**config.mk**
```make
export PLATFORM = sky130hd
export DESIGN_NAME = uart_irq_ctrl
export DESIGN_NICKNAME = d
export VERILOG_FILES = /design/src/rtl/uart_irq_pkg.sv /design/src/rtl/uart_irq_regs.sv /design/src/rtl/uart_irq_evt.sv /design/src/rtl/uart_irq_merge.sv /design/src/rtl/uart_irq_ctrl.sv
export SDC_FILE = /design/constraint.sdc
export NUM_CORES = 1
export LEC_CHECK = 0
export BUFFER_PORTS_ARGS = -buffer_cell sky130_fd_sc_hd__buf_4
export CAP_MARGIN = 15
export CORE_MARGIN = 4
export CORE_UTILIZATION = 39
export CTS_CLUSTER_DIAMETER = 30
export DETAILED_ROUTE_END_ITERATION = 10
export PLACE_DENSITY_LB_ADDON = 0.08
export SYNTH_ARGS = -nofsm -noshare
export SYNTH_HDL_FRONTEND = slang
export SYNTH_HIERARCHICAL = 1
export SYNTH_SLANG_ARGS = --single-unit
```
**constraint.sdc**
```tcl
create_clock -name clk_i -period 1.9 [get_ports clk_i]
set_clock_uncertainty 0.15 [all_clocks]
set_input_delay 0 -clock clk_i [delete_from_list [all_inputs] [get_ports clk_i]]
set_output_delay 0 -clock clk_i [all_outputs]
set_load 0.05 [all_outputs]
```
**src/rtl/uart_irq_pkg.sv**
```systemverilog
package uart_irq_pkg;
  localparam int unsigned DATA_W = 8;
  localparam int unsigned SRC_W  = 6;
  // bitmap / enable positions
  localparam int unsigned B_RX   = 0;
  localparam int unsigned B_TX   = 1;
  localparam int unsigned B_LINK = 2;
  localparam int unsigned B_MDM  = 3;
  localparam int unsigned B_DMA  = 4;
  localparam int unsigned B_IDLE = 5;
  // latched flag slots
  localparam int unsigned FLAG_N = 5;
  localparam int unsigned F_TMO  = 0;
  localparam int unsigned F_LS   = 1;
  localparam int unsigned F_UR   = 2;
  localparam int unsigned F_MS   = 3;
  localparam int unsigned F_DMA  = 4;

  typedef logic [SRC_W-1:0]  src_vec_t;
  typedef logic [FLAG_N-1:0] flag_vec_t;
endpackage

```
**src/rtl/uart_irq_regs.sv**
```systemverilog
module uart_irq_regs
  import uart_irq_pkg::*;
#(
  parameter int unsigned ADDR_W   = 3,
  parameter int unsigned BANK_W   = 2,
  parameter int unsigned BANK_SEL = 0,
  parameter int unsigned IER_OFS  = 1,
  parameter int unsigned EIR_OFS  = 2
) (
  input  logic              clk_i,
  input  logic              rst_ni,
  input  logic              cs_i,
  input  logic              rd_i,
  input  logic              wr_i,
  input  logic [BANK_W-1:0] bank_i,
  input  logic [ADDR_W-1:0] addr_i,
  input  logic [DATA_W-1:0] wdata_i,
  input  src_vec_t          pend_i,
  output logic [DATA_W-1:0] rdata_o,
  output logic              fcr_we_o,
  output logic [DATA_W-1:0] fcr_data_o,
  output src_vec_t          ier_q_o,
  output src_vec_t          ier_d_o
);
  localparam logic [ADDR_W-1:0] IER_A = ADDR_W'(IER_OFS);
  localparam logic [ADDR_W-1:0] EIR_A = ADDR_W'(EIR_OFS);
  localparam logic [BANK_W-1:0] BANK_A = BANK_W'(BANK_SEL);

  logic     bank_hit;
  logic     ier_wr;
  src_vec_t ier_q;
  src_vec_t ier_d;

  assign bank_hit = cs_i && (bank_i == BANK_A);
  assign ier_wr   = bank_hit && wr_i && (addr_i == IER_A);
  assign ier_d    = ier_wr ? wdata_i[SRC_W-1:0] : ier_q;

  always_ff @(posedge clk_i or negedge rst_ni) begin
    if (!rst_ni) ier_q <= '0;
    else         ier_q <= ier_d;
  end

  always_comb begin
    rdata_o = '0;
    if (bank_hit && rd_i) begin
      if (addr_i == IER_A)      rdata_o[SRC_W-1:0] = ier_q;
      else if (addr_i == EIR_A) rdata_o[SRC_W-1:0] = pend_i;
    end
  end

  assign fcr_we_o   = bank_hit && wr_i && (addr_i == EIR_A);
  assign fcr_data_o = wdata_i;
  assign ier_q_o    = ier_q;
  assign ier_d_o    = ier_d;

  assert_ier_hold_R2: assert property (@(posedge clk_i) disable iff (!rst_ni)
    !(cs_i && wr_i && addr_i == IER_A) |=> $stable(ier_q));

  assert_fcr_isolated_R9: assert property (@(posedge clk_i) disable iff (!rst_ni)
    fcr_we_o |=> $stable(ier_q));
endmodule

```
**src/rtl/uart_irq_evt.sv**
```systemverilog
module uart_irq_evt #(
  parameter int unsigned N = 5
) (
  input  logic         clk_i,
  input  logic         rst_ni,
  input  logic [N-1:0] set_i,
  input  logic [N-1:0] clr_i,
  output logic [N-1:0] flag_q_o,
  output logic [N-1:0] flag_d_o
);
  logic [N-1:0] flag_q;
  logic [N-1:0] flag_d;

  for (genvar g = 0; g < N; g++) begin : g_flag
    // set has priority so a coincident event is not lost
    assign flag_d[g] = set_i[g] | (flag_q[g] & ~clr_i[g]);

    always_ff @(posedge clk_i or negedge rst_ni) begin
      if (!rst_ni) flag_q[g] <= 1'b0;
      else         flag_q[g] <= flag_d[g];
    end

    assert_set_wins_R10: assert property (@(posedge clk_i) disable iff (!rst_ni)
      set_i[g] |=> flag_q[g]);

    assert_clear_R10: assert property (@(posedge clk_i) disable iff (!rst_ni)
      clr_i[g] && !set_i[g] |=> !flag_q[g]);

    assert_hold_R10: assert property (@(posedge clk_i) disable iff (!rst_ni)
      !set_i[g] && !clr_i[g] |=> $stable(flag_q[g]));
  end

  assign flag_q_o = flag_q;
  assign flag_d_o = flag_d;
endmodule

```
**src/rtl/uart_irq_merge.sv**
```systemverilog
module uart_irq_merge
  import uart_irq_pkg::*;
(
  input  logic      clk_i,
  input  logic      rst_ni,
  input  logic      rx_lvl_i,
  input  logic      tx_lvl_i,
  input  logic      thr_empty_i,
  input  logic      tx_idle_i,
  input  logic      cir_mode_i,
  input  logic      cir_tx_i,
  input  flag_vec_t flag_q_i,
  input  flag_vec_t flag_d_i,
  input  src_vec_t  ier_q_i,
  input  src_vec_t  ier_d_i,
  output src_vec_t  pend_o,
  output logic      irq_o
);
  logic     ur_sel;
  src_vec_t pend_nxt;
  logic     irq_q;

  assign ur_sel = cir_mode_i && cir_tx_i;

  function automatic src_vec_t build_map(input flag_vec_t f, input logic rx_l,
                                         input logic tx_l, input logic thr_e,
                                         input logic idle, input logic ur_s);
    src_vec_t m;
    m         = '0;
    m[B_RX]   = rx_l | f[F_TMO];
    m[B_TX]   = tx_l | thr_e;
    m[B_LINK] = ur_s ? f[F_UR] : f[F_LS];
    m[B_MDM]  = f[F_MS];
    m[B_DMA]  = f[F_DMA];
    m[B_IDLE] = idle;
    return m;
  endfunction

  assign pend_o   = build_map(flag_q_i, rx_lvl_i, tx_lvl_i, thr_empty_i, tx_idle_i, ur_sel);
  assign pend_nxt = build_map(flag_d_i, rx_lvl_i, tx_lvl_i, thr_empty_i, tx_idle_i, ur_sel);

  // registered on next-state values: one edge from event to request
  always_ff @(posedge clk_i or negedge rst_ni) begin
    if (!rst_ni) irq_q <= 1'b0;
    else         irq_q <= |(pend_nxt & ier_d_i);
  end

  assign irq_o = irq_q;

  assert_irq_masked_R11: assert property (@(posedge clk_i) disable iff (!rst_ni)
    !(|ier_q_i) |-> !irq_o);

  assert_rx_level_R3: assert property (@(posedge clk_i) disable iff (!rst_ni)
    ier_q_i[B_RX] && $past(rx_lvl_i) |-> irq_o);

  assert_idle_level_R7: assert property (@(posedge clk_i) disable iff (!rst_ni)
    ier_q_i[B_IDLE] && $past(tx_idle_i) |-> irq_o);
endmodule

```
**src/rtl/uart_irq_ctrl.sv**
```systemverilog
module uart_irq_ctrl
  import uart_irq_pkg::*;
#(
  parameter int unsigned ADDR_W   = 3,
  parameter int unsigned BANK_W   = 2,
  parameter int unsigned BANK_SEL = 0,
  parameter int unsigned IER_OFS  = 1,
  parameter int unsigned EIR_OFS  = 2
) (
  input  logic              clk_i,
  input  logic              rst_ni,
  input  logic              cs_i,
  input  logic              rd_i,
  input  logic              wr_i,
  input  logic [BANK_W-1:0] bank_i,
  input  logic [ADDR_W-1:0] addr_i,
  input  logic [DATA_W-1:0] wdata_i,
  output logic [DATA_W-1:0] rdata_o,
  output logic              fcr_we_o,
  output logic [DATA_W-1:0] fcr_data_o,
  input  logic              rx_lvl_i,
  input  logic              rx_tmo_i,
  input  logic              tx_lvl_i,
  input  logic              thr_empty_i,
  input  logic              tx_idle_i,
  input  logic              ls_ev_i,
  input  logic              ms_ev_i,
  input  logic              dma_tc_i,
  input  logic              dma_en_i,
  input  logic              tx_ur_i,
  input  logic              cir_mode_i,
  input  logic              cir_tx_i,
  input  logic [DATA_W-1:0] evt_clr_i,
  output logic              irq_o
);
  src_vec_t  pend;
  src_vec_t  ier_q;
  src_vec_t  ier_d;
  flag_vec_t flag_set;
  flag_vec_t flag_clr;
  flag_vec_t flag_q;
  flag_vec_t flag_d;

  assign flag_set[F_TMO] = rx_tmo_i;
  assign flag_set[F_LS]  = ls_ev_i;
  assign flag_set[F_UR]  = tx_ur_i;
  assign flag_set[F_MS]  = ms_ev_i;
  assign flag_set[F_DMA] = dma_tc_i && dma_en_i;

  // clear strobes follow bitmap positions; position 2 covers both its flags
  assign flag_clr[F_TMO] = evt_clr_i[B_RX];
  assign flag_clr[F_LS]  = evt_clr_i[B_LINK];
  assign flag_clr[F_UR]  = evt_clr_i[B_LINK];
  assign flag_clr[F_MS]  = evt_clr_i[B_MDM];
  assign flag_clr[F_DMA] = evt_clr_i[B_DMA];

  uart_irq_regs #(
    .ADDR_W  (ADDR_W),
    .BANK_W  (BANK_W),
    .BANK_SEL(BANK_SEL),
    .IER_OFS (IER_OFS),
    .EIR_OFS (EIR_OFS)
  ) u_regs (
    .clk_i     (clk_i),
    .rst_ni    (rst_ni),
    .cs_i      (cs_i),
    .rd_i      (rd_i),
    .wr_i      (wr_i),
    .bank_i    (bank_i),
    .addr_i    (addr_i),
    .wdata_i   (wdata_i),
    .pend_i    (pend),
    .rdata_o   (rdata_o),
    .fcr_we_o  (fcr_we_o),
    .fcr_data_o(fcr_data_o),
    .ier_q_o   (ier_q),
    .ier_d_o   (ier_d)
  );

  uart_irq_evt #(.N(FLAG_N)) u_evt (
    .clk_i   (clk_i),
    .rst_ni  (rst_ni),
    .set_i   (flag_set),
    .clr_i   (flag_clr),
    .flag_q_o(flag_q),
    .flag_d_o(flag_d)
  );

  uart_irq_merge u_merge (
    .clk_i      (clk_i),
    .rst_ni     (rst_ni),
    .rx_lvl_i   (rx_lvl_i),
    .tx_lvl_i   (tx_lvl_i),
    .thr_empty_i(thr_empty_i),
    .tx_idle_i  (tx_idle_i),
    .cir_mode_i (cir_mode_i),
    .cir_tx_i   (cir_tx_i),
    .flag_q_i   (flag_q),
    .flag_d_i   (flag_d),
    .ier_q_i    (ier_q),
    .ier_d_i    (ier_d),
    .pend_o     (pend),
    .irq_o      (irq_o)
  );

  assert_dma_gate_R6: assert property (@(posedge clk_i) disable iff (!rst_ni)
    dma_tc_i && !dma_en_i && !flag_q[F_DMA] |=> !flag_q[F_DMA]);

  assert_ur_hidden_R8: assert property (@(posedge clk_i) disable iff (!rst_ni)
    !cir_mode_i && !flag_q[F_LS] |-> !pend[B_LINK]);

  assert_link_latch_R5: assert property (@(posedge clk_i) disable iff (!rst_ni)
    ls_ev_i && !cir_mode_i |=> pend[B_LINK]);
endmodule

```
==> results of run 1 <==
==> tightest hold or removal path, stage by stage <==
cell and delay, ps:
sky130_fd_sc_hd__buf_4 120, sky130_fd_sc_hd__nand3_4 100, sky130_fd_sc_hd__mux2_2 170
==> layout make-up <==
cell class              instances  area [sq um]
clock buffers                   3          22.5
fillers                       151           485
inverters                       6          22.5
multi-input cells              41           317
flip-flops and latches         12           300
well taps                      25          31.3
repair buffers                 70           586
==> cell usage after synthesis <==
master / n
sky130_fd_sc_hd__nand2_1: 3
sky130_fd_sc_hd__a22oi_1: 6
sky130_fd_sc_hd__nor2b_1: 2
sky130_fd_sc_hd__o21ai_0: 1
sky130_fd_sc_hd__clkbuf_2: 1
sky130_fd_sc_hd__dfrtp_1: 12
sky130_fd_sc_hd__a21o_1: 5
sky130_fd_sc_hd__conb_1: 1
sky130_fd_sc_hd__a222oi_1: 1
sky130_fd_sc_hd__mux2i_1: 1
sky130_fd_sc_hd__o2111ai_1: 1
sky130_fd_sc_hd__and2_1: 1
sky130_fd_sc_hd__mux2_2: 6
sky130_fd_sc_hd__and3_2: 1
sky130_fd_sc_hd__or2_1: 1
sky130_fd_sc_hd__or2_2: 1
sky130_fd_sc_hd__inv_1: 6
sky130_fd_sc_hd__buf_4: 13
sky130_fd_sc_hd__nand3_4: 1
sky130_fd_sc_hd__nor2_1: 6
sky130_fd_sc_hd__mux2_1: 1
sky130_fd_sc_hd__nor4b_4: 1
==> logic make-up (layout without fill, tap and decap cells) <==
group | count (synthesis) | after routing | synth area share (%)
compound gates | 14 | 14 | 14.4
buf+inv | 20 | 79 | 16.9
flops | 12 | 12 | 40.7
mux | 8 | 8 | 12.0
other cells | 1 | 2 | 0.508
simple gates | 17 | 17 | 15.4
==> registers in the layout, indices dropped and copies added (netlist names) <==
signal and flops:
u_regs/ier_q_o 6, u_merge/irq_o 1, u_evt/flag_q_o 5
==> routing by layer <==
metal | track usage [%] | wire (um) | up-vias
li1 | - | - | 354
met1 | 17.7 | 756 | 359
met2 | 30.5 | 1160 | 29
met3 | 1.72 | 131 | 2
met4 | 6.55 | 18 | 0
met5 | 0 | 0 | -
==> power groups by stage <==
stage	logic (uW)	clock network, uW	registers, uW
3_3_place_gp	212	0	305
3_5_place_dp	215	0	306
4_1_cts	266	155	301
6_report	266	149	301
2_1_floorplan	127	0	328
5_1_grt	285	165	306
==> through the flow <==
stage / cells / hold slack [ps] / setup slack (ps)
after floorplan: 73 / -446 / 403
after global placement: 130 / -301 / 133
after detailed placement: 130 / -300 / 106
after CTS: 157 / 2.27 / 264
after global routing: 157 / 16.5 / 195
final: 157 / 8.40 / 251
==> path summary, 6_finish.rpt <==
kind,start,to,slack [ps],cells after the start
setup / recovery,tx_lvl_i,u_merge/irq_o$_DFF_PN0_,250,6
hold / removal,wr_i,u_regs/ier_q_o[1]$_DFF_PN0_,8,3
setup reg to reg,u_regs/ier_q_o[4]$_DFF_PN0_,u_merge/irq_o$_DFF_PN0_,460,3
hold reg to reg,u_regs/ier_q_o[4]$_DFF_PN0_,u_regs/ier_q_o[4]$_DFF_PN0_,370,1
max in group asynchronous,rst_ni,u_regs/ier_q_o[5]$_DFF_PN0_,590,3
min in group asynchronous,rst_ni,u_evt/flag_q_o[1]$_DFF_PN0_,640,3
==> flow_summary.toml, run 1 <==
[global_routing]
vias_in_the_first_global_route = 748
gr-total-overflow = 0
track_usage_pct = 16.0
grt_antenna_before_repair = 0
grt_max_degree = 13
first_pass_grt_wire_length_um = 3140

[route]
detail_route.first_pass.iterations = 4
wire_per_inst_um = 13.2
dr_total_vias = 744
post_drt_via_cell_ratio = 4.74
count_of_nets_left_with_antenna_violations_after_detail_routing = 0
drt-initial-drc-count = 6
routed_wirelength_um = 2070
drc_errors = 0

[die]
floorplan.core_area_sq_um = 1760
fp.dieArea_sq_um = 2650
rows = 15
die_h_um = 51.5
floorplan.initialDensity_pct = 41.8
die_w_um = 51.5
top_level_ports = 56

[setup_path]
cp_slowest_stage_delay_ps = 560
critPathLaunchType = "input port"
critical_path.cell_chain = "dlygate4sd3_1, buf_4, or2_1, dlygate4sd3_1, nand2_1, o2111ai_1"
crit_fanout = 2
cp_data_required_time_ps = 1870
setup.worst_path.class = "in2reg"
crit_path_frequent_cell = "sky130_fd_sc_hd__dlygate4sd3_1"
critPathCaptureType = "flip-flop"
crit_slowest_cell = "sky130_fd_sc_hd__dlygate4sd3_1"
arrival_ps = 1620
cpLargestDelayFamily = "buffers and inverters"
worst-path-buf-inv = 3

[clock_network]
clk_root_buffer_cell = "sky130_fd_sc_hd__clkbuf_4"
cts.hold.buffers_added = 24
cts_sinks = 12
clk-insertion-delay-late_ps = 260
cts_resized = 0
cts_tree = "yes"
clk_pin_slew_ps = 70
post_cts.repair.setup_buffers = 0
tritoncts.num_buffers = 3
clk_path_buf_depth = 2
ctsHtreeMaxLevel = 1

[logic_synthesis]
yosys_warnings = 6
syn-mean-instance-area_sq_um = 10.3
post-synth-top-area-fraction_pct = 40.7
synth.cell_area_sq_um = 738
ys_ff_latch = 12
post_synth_num_cell_types = 22
synthDominantAreaCellType = "sky130_fd_sc_hd__dfrtp_1"
share_of_synthesized_area_occupied_by_flip_flops_and_latches_pct = 40.7
netlist_top_cells_area = "sky130_fd_sc_hd__dfrtp_1 41%, sky130_fd_sc_hd__buf_4 13%, sky130_fd_sc_hd__mux2_2 9.2%, sky130_fd_sc_hd__a22oi_1 6.1%, sky130_fd_sc_hd__a21o_1 5.1%"
synth_cells = 72

[cells_and_area]
post-route-util_pct = 72.5
final_net_count = 172
n_antenna_cell = 0
final_layout_size_suffix_gt1_share_pct = 44.7
leading_cell_types_in_the_layout_fill_and_taps_excluded = "46 x sky130_fd_sc_hd__buf_4, 24 x sky130_fd_sc_hd__dlygate4sd3_1, 12 x sky130_fd_sc_hd__dfrtp_1"
final_common_cell = "sky130_fd_sc_hd__buf_4"
area_growth_pct = 73.2
layout.cell_area.non_filler_sq_um = 1280

[sta]
totalNegativeSetupSlack_ps = 0
max_freq_mhz = 606
rsz0062_at_grt = "false"
final_min_period_over_clock_period_pct = 86.8
final_period_minus_worst_setup_slack_ps = 1650
tightest_slew_ps = 563
finalSetupViolations = 0
final-hold-violation-count = 0
final_max_slew_viol_count = 0
worst_slew_margin_rel_pct = 62.4

[place]
hpwl_um = 1420
postPlaceCellArea_sq_um = 1020
gp_congestion = 0.688
place.port_buffers = 45

[pwr]
report.power.total_uw = 716
p_switching_uw = 224
combinationalPowerShare_pct = 37.2
intPower_uw = 492
share_clk_of_total_power_pct = 20.8
p_leak_uw = 0.000638
reg_power_share_pct = 42.0
vdd_ir_drop_max_uv = 384
power_density_nw_per_um2 = 560
switching_share_pct = 31.2

[run_status]
status = "finished clean"

[hold_path]
hold_path.class = "in2reg"

[job]
maxCapViolations = 0
No activity file was read; power rests on OpenSTA's default activity.
==> run 2: changes to the inputs <==
--- a/config.mk
+++ b/config.mk
@@ -8,7 +8,7 @@
 export BUFFER_PORTS_ARGS = -buffer_cell sky130_fd_sc_hd__buf_4
 export CAP_MARGIN = 15
 export CORE_MARGIN = 4
-export CORE_UTILIZATION = 39
+export CORE_UTILIZATION = 42
 export CTS_CLUSTER_DIAMETER = 30
 export DETAILED_ROUTE_END_ITERATION = 10
 export PLACE_DENSITY_LB_ADDON = 0.08
==> constraint.sdc (replaced) <==
create_clock -name clk_i -period 2.1 [get_ports clk_i]
set_clock_uncertainty 0.15 [all_clocks]
set_input_delay 0 -clock clk_i [delete_from_list [all_inputs] [get_ports clk_i]]
set_output_delay 0 -clock clk_i [all_outputs]
set_load 0.05 [all_outputs]
==> run 2 against run 1 <==
Net effect:
- the flow now finishes with violations (negative hold slack)
- clock power shrank 11%
- core utilization grew 7.8 points
- clock-buffer cell count is the same
- sequential power shrank 9.3%
- via count grew 4.2%
- non-clock buffer count is the same
- sequential cell count is the same
- largest power group unchanged
==> flow_summary.toml, run 2 (synthesized netlist as in run 1, its figures left out) <==
[run_status]
status = "finished with violations"
violations_in_the_final_reports = "negative hold slack"

[job]
maxCapViolations = 0

[cells_and_area]
largest_reg_flops = 6
ff_latch_area_sq_um = 300
n_antenna_cell = 0
final_common_cell = "sky130_fd_sc_hd__buf_4"
area_growth_pct = 71.4
final_net_count = 172
multi_input_area_sq_um = 317
leading_cell_types_in_the_layout_fill_and_taps_excluded = "47 x sky130_fd_sc_hd__buf_4, 23 x sky130_fd_sc_hd__dlygate4sd3_1, 12 x sky130_fd_sc_hd__dfrtp_1"
final_layout_size_suffix_gt1_share_pct = 45.5
post_layout_nonfiller_instances = 148
filler_cell_count = 112

[global_routing]
grt_antenna_before_repair = 0
vias_in_the_first_global_route = 777
grt_max_degree = 13
track_usage_pct = 19.0
first_pass_grt_wire_length_um = 3660
gr-total-overflow = 0

[place]
hpwl_um = 1470
gp_congestion = 0.752
place.port_buffers = 45
placed_cells_incl_taps = 121

[hold_path]
hp-start = "wr_i"
hold-path-endpoint = "u_regs/ier_q_o[5]$_DFF_PN0_"
hold_path.class = "in2reg"
count_of_cells_along_the_worst_hold_path = 3

[clock_network]
tritoncts.num_buffers = 3
clk-insertion-delay-late_ps = 260
cts_sinks = 12
ctsHtreeMaxLevel = 1
clk_root_buffer_cell = "sky130_fd_sc_hd__clkbuf_4"
cts_tree = "yes"
clk_pin_slew_ps = 70
clk_path_buf_depth = 2
cts_resized = 0

[setup_path]
cpLargestDelayFamily = "buffers and inverters"
worst-path-buf-inv = 3
crit_slowest_cell = "sky130_fd_sc_hd__dlygate4sd3_1"
cp_slowest_stage_delay_ps = 580
crit_fanout = 2
critical_path.cell_chain = "dlygate4sd3_1, buf_4, mux2_2, a222oi_1, o2111ai_1, dlygate4sd3_1"
arrival_ps = 2070
regToRegSetupSlack_ps = 60
r2r-start = "u_regs/ier_q_o[4]$_DFF_PN0_"
cp_data_required_time_ps = 2100
crit_path_frequent_cell = "sky130_fd_sc_hd__dlygate4sd3_1"
reg2reg_to = "u_merge/irq_o$_DFF_PN0_"
setup.worst_path.class = "in2reg"
count_of_cells_along_the_worst_register_to_register_path = 4
critPathCaptureType = "flip-flop"
critPathLaunchType = "input port"

[route]
dr_total_vias = 775
drc_errors = 0
post_drt_via_cell_ratio = 5.24
routed_wirelength_um = 2280
wire_per_inst_um = 15.4
count_of_nets_left_with_antenna_violations_after_detail_routing = 0
drt-initial-drc-count = 32
detail_route.first_pass.iterations = 4

[sta]
worst_slew_margin_rel_pct = 61.6
finalHoldWorstSlack_ps = -5.19
final_min_period_over_clock_period_pct = 98.7
final_period_minus_worst_setup_slack_ps = 2070
final-hold-violation-count = 1
max_freq_mhz = 482
final_max_slew_viol_count = 0
totalNegativeSetupSlack_ps = 0
finalSetupViolations = 0
rsz0062_at_grt = "false"
tightest_slew_ps = 575

[die]
rows = 14
die_h_um = 49.9
die_w_um = 49.9
floorplan.initialDensity_pct = 46.8
floorplan.core_area_sq_um = 1580
top_level_ports = 56
fp.dieArea_sq_um = 2490

[pwr]
power_density_nw_per_um2 = 521
p_leak_uw = 0.000641
vdd_ir_drop_max_uv = 340
==> run 2: changes by cell type in the layout (fill, tap and decap cells not counted), sizes merged <==
cell | before | now
buf | 46 | 47
dlygate4sd3 | 24 | 23
==> run 2: power by group <==
part / internal [uW] / switching (uW) / leakage [uW]
Clock: 66.1 / 66.7 / 0.0000138
Combinational: 128 / 126 / 0.000480
Sequential: 259 / 13.5 / 0.000147
==> run 2: worst reg2reg max path, cell delays in order, from the launching register on <==
cell and delay, ps:
sky130_fd_sc_hd__dfrtp_1 380, sky130_fd_sc_hd__mux2_1 310, sky130_fd_sc_hd__a222oi_1 340, sky130_fd_sc_hd__o2111ai_1 160
sky130_fd_sc_hd__dlygate4sd3_1 580
==> run 2: area by class of cell <==
cell class | instances | share of cell area, %
Inverter | 6 | 1.78
Tap cell | 16 | 1.58
Sequential cell | 12 | 23.7
Timing Repair Buffer | 70 | 46.1
Clock buffer | 3 | 1.78
Multi-Input combinational cell | 41 | 25.0
==> run 2: routing by layer <==
layer  GRT usage (%)  routed length, um  vias up
met1            21.6                842      361
met2            34.1               1170       52
li1                -                  -      354
met5               0                  0        -
met4            6.91                 40        0
met3            4.52                228        8
==> run 2: how the worst max path moves through the flow <==
stage	start	endpoint	cells after the start
floorplan	addr_i[2]	u_merge/irq_o$_DFF_PN0_	5
finish	wdata_i[3]	u_merge/irq_o$_DFF_PN0_	6
detailed placement	addr_i[2]	u_merge/irq_o$_DFF_PN0_	6
global placement	addr_i[2]	u_merge/irq_o$_DFF_PN0_	6
CTS	addr_i[2]	u_merge/irq_o$_DFF_PN0_	7
global route	bank_i[0]	u_merge/irq_o$_DFF_PN0_	7
==> run 2: repair_timing <==
item / 4_1_cts / 5_1_grt
hold buffers: 23 / 0
endpoints found under the hold margin: 26 / 0
buffers inserted: 0 / 1
endpoints found under the setup margin: 0 / 1
==> run 2: metrics by stage <==
| stage | utilization [%] | total power (uW) | instance area [sq um] | hold WS, ps | worst slack, ps |
|---|---|---|---|---|---|
| 6_report | 80.2 | 660 | 1260 | -5.19 | 26.3 |
| 5_1_grt | 80.2 | 692 | 1260 | 0.00763 | 37.4 |
| 4_1_cts | 79.8 | 657 | 1260 | 3.21 | 31.3 |
| 3_5_place_dp | 63.7 | 471 | 1000 | -306 | 289 |
| 3_3_place_gp | 63.7 | 468 | 1000 | -302 | 317 |
| 2_1_floorplan | - | 411 | 742 | -446 | 603 |
